**config.mk**
```make
export PLATFORM = sky130hd
export DESIGN_NAME = opr_unit
export DESIGN_NICKNAME = d
export VERILOG_FILES = /design/src/rtl/opr_pkg.sv /design/src/rtl/opr_decode.sv /design/src/rtl/opr_group1.sv /design/src/rtl/opr_group2.sv /design/src/rtl/opr_unit.sv
export SDC_FILE = /design/constraint.sdc
export NUM_CORES = 1
export LEC_CHECK = 0
export ABC_AREA = 1
export ABC_CLOCK_PERIOD_IN_PS = 950
export BUFFER_PORTS_ARGS = -buffer_cell sky130_fd_sc_hd__buf_4
export CORE_ASPECT_RATIO = 1.1
export CORE_MARGIN = 2
export CORE_UTILIZATION = 30
export DETAILED_ROUTE_END_ITERATION = 16
export PLACE_DENSITY = 0.46
export SLEW_MARGIN = 5
export SYNTH_ARGS = -nofsm -noshare
export SYNTH_HDL_FRONTEND = slang
export SYNTH_SLANG_ARGS = --single-unit
```
**constraint.sdc**
```tcl
create_clock -name clk -period 0.95 [get_ports clk]
set_clock_uncertainty 0.1 [all_clocks]
set_input_delay 0.095 -clock clk [delete_from_list [all_inputs] [get_ports clk]]
set_output_delay 0.095 -clock clk [all_outputs]
set_load 0.005 [all_outputs]
```
**src/rtl/opr_pkg.sv**
```systemverilog
package opr_pkg;
  parameter int unsigned DATA_W = 12;
  localparam int unsigned INSTR_W = 12;
  localparam int unsigned ROT_W = DATA_W + 1;
  localparam int unsigned HALF_W = DATA_W / 2;
  localparam logic [2:0] OPR_OPCODE = 3'b111;

  typedef enum logic [1:0] {
    GRP_NONE  = 2'd0,
    GRP_ONE   = 2'd1,
    GRP_TWO   = 2'd2,
    GRP_THREE = 2'd3
  } opr_grp_e;

  typedef struct packed {
    logic clr_acc;
    logic clr_link;
    logic cpl_acc;
    logic cpl_link;
    logic rot_r;
    logic rot_l;
    logic twice;
    logic incr;
  } g1_ctl_t;

  typedef struct packed {
    logic clr_acc;
    logic sel_neg;
    logic sel_zero;
    logic sel_link;
    logic invert;
    logic or_sw;
    logic stop;
  } g2_ctl_t;

  function automatic opr_grp_e grp_of(input logic [INSTR_W-1:0] ir);
    opr_grp_e g;
    if (ir[INSTR_W-1 -: 3] != OPR_OPCODE) g = GRP_NONE;
    else if (!ir[8])                      g = GRP_ONE;
    else if (!ir[0])                      g = GRP_TWO;
    else                                  g = GRP_THREE;
    return g;
  endfunction

  function automatic g1_ctl_t g1_fields(input logic [INSTR_W-1:0] ir);
    g1_ctl_t c;
    c.clr_acc  = ir[7];
    c.clr_link = ir[6];
    c.cpl_acc  = ir[5];
    c.cpl_link = ir[4];
    c.rot_r    = ir[3];
    c.rot_l    = ir[2];
    c.twice    = ir[1];
    c.incr     = ir[0];
    return c;
  endfunction

  function automatic g2_ctl_t g2_fields(input logic [INSTR_W-1:0] ir);
    g2_ctl_t c;
    c.clr_acc  = ir[7];
    c.sel_neg  = ir[6];
    c.sel_zero = ir[5];
    c.sel_link = ir[4];
    c.invert   = ir[3];
    c.or_sw    = ir[2];
    c.stop     = ir[1];
    return c;
  endfunction

  // {carry, sum} of acc + 1
  function automatic logic [DATA_W:0] inc_carry(input logic [DATA_W-1:0] a);
    return {1'b0, a} + {{DATA_W{1'b0}}, 1'b1};
  endfunction

  function automatic logic [ROT_W-1:0] rot_right(input logic [ROT_W-1:0] v,
                                                 input logic two);
    return two ? {v[1:0], v[ROT_W-1:2]} : {v[0], v[ROT_W-1:1]};
  endfunction

  function automatic logic [ROT_W-1:0] rot_left(input logic [ROT_W-1:0] v,
                                                input logic two);
    return two ? {v[ROT_W-3:0], v[ROT_W-1 -: 2]} : {v[ROT_W-2:0], v[ROT_W-1]};
  endfunction
endpackage

```
**src/rtl/opr_decode.sv**
```systemverilog
module opr_decode
  import opr_pkg::*;
(
  input  logic [INSTR_W-1:0] instr,
  output opr_grp_e           grp,
  output g1_ctl_t            g1,
  output g2_ctl_t            g2
);
  always_comb begin
    grp = grp_of(instr);
    g1  = g1_fields(instr);
    g2  = g2_fields(instr);
  end
endmodule

```
**src/rtl/opr_group1.sv**
```systemverilog
module opr_group1
  import opr_pkg::*;
(
  input  g1_ctl_t           ctl,
  input  logic [DATA_W-1:0] acc_i,
  input  logic              link_i,
  output logic [DATA_W-1:0] acc_o,
  output logic              link_o
);
  // named sub-step results
  logic [DATA_W-1:0] clr_acc_w, cpl_acc_w, inc_acc_w, swap_acc_w;
  logic              clr_link_w, cpl_link_w, inc_link_w;
  logic              inc_carry_w;
  logic [ROT_W-1:0]  pre_rot_w, post_rot_w;

  // step 1: clears
  assign clr_acc_w  = ctl.clr_acc  ? '0   : acc_i;
  assign clr_link_w = ctl.clr_link ? 1'b0 : link_i;

  // step 2: complements
  assign cpl_acc_w  = ctl.cpl_acc  ? ~clr_acc_w  : clr_acc_w;
  assign cpl_link_w = ctl.cpl_link ? ~clr_link_w : clr_link_w;

  // step 3: increment
  always_comb begin
    logic [DATA_W:0] sum;
    sum         = inc_carry(cpl_acc_w);
    inc_carry_w = ctl.incr & sum[DATA_W];
    inc_acc_w   = ctl.incr ? sum[DATA_W-1:0] : cpl_acc_w;
    inc_link_w  = cpl_link_w ^ inc_carry_w;
  end

  // halves exchange
  for (genvar b = 0; b < DATA_W; b++) begin : g_swap
    assign swap_acc_w[b] = inc_acc_w[(b + HALF_W) % DATA_W];
  end

  // step 4: rotates
  assign pre_rot_w = {inc_link_w, inc_acc_w};
  always_comb begin
    unique case ({ctl.rot_r, ctl.rot_l})
      2'b10:   post_rot_w = rot_right(pre_rot_w, ctl.twice);
      2'b01:   post_rot_w = rot_left(pre_rot_w, ctl.twice);
      2'b00:   post_rot_w = ctl.twice ? {inc_link_w, swap_acc_w} : pre_rot_w;
      default: post_rot_w = pre_rot_w;
    endcase
  end

  assign acc_o  = post_rot_w[DATA_W-1:0];
  assign link_o = post_rot_w[ROT_W-1];
endmodule

```
**src/rtl/opr_group2.sv**
```systemverilog
module opr_group2
  import opr_pkg::*;
(
  input  g2_ctl_t           ctl,
  input  logic [DATA_W-1:0] acc_i,
  input  logic              link_i,
  input  logic [DATA_W-1:0] sw_i,
  output logic [DATA_W-1:0] acc_o,
  output logic              skip_o,
  output logic              stop_o
);
  logic hit_neg_w, hit_zero_w, hit_link_w, any_hit_w;
  logic [DATA_W-1:0] clr_acc_w;

  // step 1: tests on incoming state
  assign hit_neg_w  = ctl.sel_neg  & acc_i[DATA_W-1];
  assign hit_zero_w = ctl.sel_zero & (acc_i == '0);
  assign hit_link_w = ctl.sel_link & link_i;
  assign any_hit_w  = hit_neg_w | hit_zero_w | hit_link_w;
  assign skip_o     = ctl.invert ? ~any_hit_w : any_hit_w;

  // step 2: clear
  assign clr_acc_w  = ctl.clr_acc ? '0 : acc_i;

  // step 3: switch merge and stop
  assign acc_o  = clr_acc_w | (ctl.or_sw ? sw_i : '0);
  assign stop_o = ctl.stop;
endmodule

```
**src/rtl/opr_unit.sv**
```systemverilog
module opr_unit
  import opr_pkg::*;
#(
  parameter int unsigned DW = opr_pkg::DATA_W
)(
  input  logic          clk,
  input  logic          rst_n,
  input  logic          issue,
  input  logic [11:0]   instr,
  input  logic [DW-1:0] acc_in,
  input  logic          link_in,
  input  logic [DW-1:0] switches,
  output logic [DW-1:0] acc_out,
  output logic          link_out,
  output logic          skip,
  output logic          halt,
  output logic          unimpl,
  output logic          done
);
  opr_grp_e          grp_w;
  g1_ctl_t           g1_w;
  g2_ctl_t           g2_w;
  logic [DW-1:0]     g1_acc_w, g2_acc_w;
  logic              g1_link_w, g2_skip_w, g2_stop_w;
  logic [DW-1:0]     nxt_acc;
  logic              nxt_link, nxt_skip, nxt_halt, nxt_unimpl;

  opr_decode u_dec (.instr(instr), .grp(grp_w), .g1(g1_w), .g2(g2_w));

  opr_group1 u_g1 (
    .ctl(g1_w), .acc_i(acc_in), .link_i(link_in),
    .acc_o(g1_acc_w), .link_o(g1_link_w)
  );

  opr_group2 u_g2 (
    .ctl(g2_w), .acc_i(acc_in), .link_i(link_in), .sw_i(switches),
    .acc_o(g2_acc_w), .skip_o(g2_skip_w), .stop_o(g2_stop_w)
  );

  always_comb begin
    nxt_acc    = acc_in;
    nxt_link   = link_in;
    nxt_skip   = 1'b0;
    nxt_halt   = 1'b0;
    nxt_unimpl = 1'b0;
    unique case (grp_w)
      GRP_ONE: begin
        nxt_acc  = g1_acc_w;
        nxt_link = g1_link_w;
      end
      GRP_TWO: begin
        nxt_acc  = g2_acc_w;
        nxt_skip = g2_skip_w;
        nxt_halt = g2_stop_w;
      end
      GRP_THREE: nxt_unimpl = 1'b1;
      default: ;
    endcase
  end

  always_ff @(posedge clk or negedge rst_n) begin
    if (!rst_n) begin
      acc_out  <= '0;
      link_out <= 1'b0;
      skip     <= 1'b0;
      halt     <= 1'b0;
      unimpl   <= 1'b0;
      done     <= 1'b0;
    end else begin
      done   <= issue;
      skip   <= issue & nxt_skip;
      halt   <= issue & nxt_halt;
      unimpl <= issue & nxt_unimpl;
      if (issue) begin
        acc_out  <= nxt_acc;
        link_out <= nxt_link;
      end
    end
  end


  idle_quiet_chk: assert property (@(posedge clk) disable iff (!rst_n)
    !issue |=> (!done && !skip && !halt && !unimpl));

  idle_hold_chk: assert property (@(posedge clk) disable iff (!rst_n)
    !issue |=> ($stable(acc_out) && $stable(link_out)));

  g3_pass_chk: assert property (@(posedge clk) disable iff (!rst_n)
    (issue && grp_w == GRP_THREE) |=>
      (unimpl && !skip && !halt && acc_out == $past(acc_in) && link_out == $past(link_in)));

  g1_no_skip_chk: assert property (@(posedge clk) disable iff (!rst_n)
    (issue && grp_w == GRP_ONE) |=> (!skip && !halt && !unimpl));

  uncond_skip_chk: assert property (@(posedge clk) disable iff (!rst_n)
    (issue && grp_w == GRP_TWO && g2_w.invert &&
     !(g2_w.sel_neg || g2_w.sel_zero || g2_w.sel_link)) |=> skip);

  g2_keep_chk: assert property (@(posedge clk) disable iff (!rst_n)
    (issue && grp_w == GRP_TWO && !g2_w.clr_acc && !g2_w.or_sw) |=>
      (acc_out == $past(acc_in) && link_out == $past(link_in)));

  inc_wrap_chk: assert property (@(posedge clk) disable iff (!rst_n)
    (issue && instr == 12'o7001 && acc_in == '1) |=>
      (acc_out == '0 && link_out == !$past(link_in)));
endmodule

```
==> flow_metrics.tcl <==
set metrics [dict create \
    outcome "finished, violations left" \
    violations "negative setup slack" \
    ant_nets 0 \
    dp_cells 687 \
    maxSlewViolCount 0 \
    drive_gt1_share_pct 52.8 \
    crit_chain "buf_12 > inv_8 > nand2_2 > inv_2 > nand2_1 > nand2_2 > nand2_8 > nor2_8 > buf_6 > nand3_4 > nand2_4 > nand3_2 > a21oi_2 > nand3_1 > nand2_2 > nand2_1 > nand2_2 > nand2_1" \
    final_nets 645 \
    vias 3522 \
    wl_per_cell_um 15.6 \
    cts_max_path_buffers 2 \
    critPathLaunchType "primary input" \
    met2WireLength_mm 5.83 \
    setup_viol_count_final 22 \
    cp.arrival_ns 1.74 \
    startpoint "instr[7]" \
    post-synth-top-count-cell "nand2_1" \
    synth.area.top_cells "nand2_1, dfrtp_1, nand3_1, nand3_2, inv_1" \
    top_layer "met4" \
    rr_startpoint "acc_out[10]" \
    syn_inst 443 \
    portBuffers 56 \
    powerDensity_mw_per_mm2 747 \
    htreeDepth 1 \
    antenna_found_initial 0 \
    fp-row-count 35 \
    synth_nets 487 \
    dpl_cell_area_sq_mm 0.00385 \
    hp-class "primary input to register" \
    cts_tree "built" \
    grt_first_pass_wirelength_mm 17.6 \
    pin_count 57 \
    clk_pin_slew_ns 0.06 \
    synth_flop_cell "dfrtp_1" \
    gp_congestion 1.00 \
    yosys.area.top_type "nand2_1" \
    required_ns 0.99 \
    hpwlAfterDp_mm 8.67 \
    wl_mm 11.1 \
    fin_cells 711 \
    clock.fmax_mhz 587 \
    fin_ws_ns -0.754 \
    async_reset_ff_share_pct 100 \
    drtPass1Iterations 4 \
    min_from "issue" \
    syn2layout_area_growth_pct 87.8 \
    drv_cap 0 \
    drc 0 \
    slowest_delay_ns 0.15 \
    maxSlewHeadroom_pct 80.7 \
    end_kind "register" \
    ys_top_cells_by_count "nand2_1, nand3_1, inv_1, nor2_1, a21oi_1" \
    drt_iter0_drc 127 \
    dp_slack_ns -1.16 \
    cp_num_buf_inv 4 \
    initial_core_util_pct 30.6 \
    synth_top_area_share_pct 24.9 \
    hold_viol_final 0 \
    cts_root_buf "clkbuf_8" \
    tightestPinTransition_ns 0.289 \
    grt_usage_pct 24.0 \
    path_max_fanout 7 \
    crit_family "simple AND/OR/NAND/NOR gates" \
    yosysUniqueCellTypes 32 \
    die_y_um 101 \
    first_global_vias 3513 \
    finalCritPeriodShare_pct 179 \
    critical_path_class "primary input to register" \
    yosysWarnings 0 \
    p_leak_nw 2.38 \
    cts_buffers 3 \
    slowest_stage "a21oi_2" \
    routed_via_density 4.95 \
    syn_area_sq_mm 0.00255 \
    met3_length_um 513 \
    period_needed_ns 1.70 \
    dieWidth_um 91.8 \
    cp_common_cell "nand2_2" \
    avgSynthCellArea_sq_um 5.75 \
    clock_latency_ns 0.25 \
    core-area_sq_mm 0.00832 \
    vdd_drop_max_mv 0.916 \
    rsz0062_at_grt "yes" \
    synth_edf_count 0 \
    overflow 0 \
    yosysSeqAreaShare_pct 16.7 \
    dieArea_sq_mm 0.00924 \
    cts_sinks 17 \
    grt_max_degree 25 \
    nFillCells 831 \
    antenna_cells 0 \
    ys_ff_latch 17 \
    met1_length_mm 4.56 \
    finalInstanceArea_sq_mm 0.00478 \
]
-- worst reg2reg max path, cell delays in order, from the launching register on --
cell	delay, ns
dfrtp_1	0.41
buf_4	0.14
nand2_1	0.05
nand2_1	0.05
-- metal layers --
metal  GRT usage [%]  up-vias
met5               0        -
met4            3.44        0
met3            1.94       16
met2            46.4      113
met1            29.4     1649
li1                -     1744
-- worst paths after layout --
path | to | slack, ns | cells past startpoint
min in group asynchronous | halt | 0.15 | 2
worst min-delay path | unimpl | 0.10 | 4
worst min register to register | acc_out[9] | 0.41 | 2
worst max-delay path | acc_out[11] | -0.75 | 18
worst max register to register | acc_out[10] | 0.08 | 3
max in group asynchronous | acc_out[5] | 0.41 | 2
-- sequential cells by signal, summed over array words and instances, names as in the netlist --
signal / count
acc_out: 12
done: 1
halt: 1
link_out: 1
skip: 1
unimpl: 1
-- power by group --
part | leakage [nW] | internal, mW | switching [mW] | total [mW]
clock network | 0.0255 | 0.291 | 0.243 | 0.533
logic | 2.15 | 1.06 | 1.13 | 2.19
registers | 0.212 | 0.794 | 0.0545 | 0.848
-- stage by stage --
stage / utilization, % / setup TNS (ns) / hold WS [ns] / total power [mW]
finish: 57.5 / -9.54 / 0.102 / 3.57
floorplan: - / -8.84 / -0.301 / 1.69
global placement: 46.3 / -14.78 / -0.127 / 2.57
detailed placement: 46.3 / -15.13 / -0.127 / 2.56
global route: 57.5 / -11.48 / 0.110 / 3.80
CTS: 54.4 / -9.51 / 0.0754 / 3.44
-- cells in the final DEF (no fill, tap or decap), types with 16 or more instances in the layout --
cell type / netlist / layout
a21oi_1: 24 / 16
buf_4: 1 / 119
buf_6: 3 / 42
dfrtp_1: 17 / 17
inv_1: 35 / 29
nand2_1: 169 / 124
nand2_2: 14 / 45
nand2_4: 3 / 16
nand3_1: 69 / 45
nand3_2: 16 / 26
nand3_4: 3 / 17
nor2_1: 29 / 28
-- layout make-up --
class                           instances  area (sq um)  area share, %
Multi-Input combinational cell        365          2410           50.4
Clock inverter                          1          5.00          0.105
Timing Repair Buffer                  173          1570           32.9
Clock buffer                            3          41.3          0.863
Sequential cell                        17           425           8.90
Inverter                               40           178           3.72
Tap cell                              111           139           2.90
Timing Repair inverter                  1          11.3          0.235
-- repair_timing --
item                                   4_1_cts  5_1_grt
buffers inserted                            12        6
setup endpoints to repair                   30       32
endpoints found under the hold margin       18        0
hold buffers                                 2        0
gates cloned                                 1        0
pin swaps                                   43       33
gates resized for setup                    126       50
-- logic make-up after synthesis --
| group | count (synthesis) | synth area share, % |
|---|---|---|
| compound gates | 33 | 6.78 |
| fa+ha+maj | 4 | 1.97 |
| xor+xnor | 4 | 1.38 |
| flops | 17 | 16.7 |
| simple gates | 324 | 62.0 |
| buf+inv | 61 | 11.2 |
Note: power is estimated with default switching activity, not from simulation.
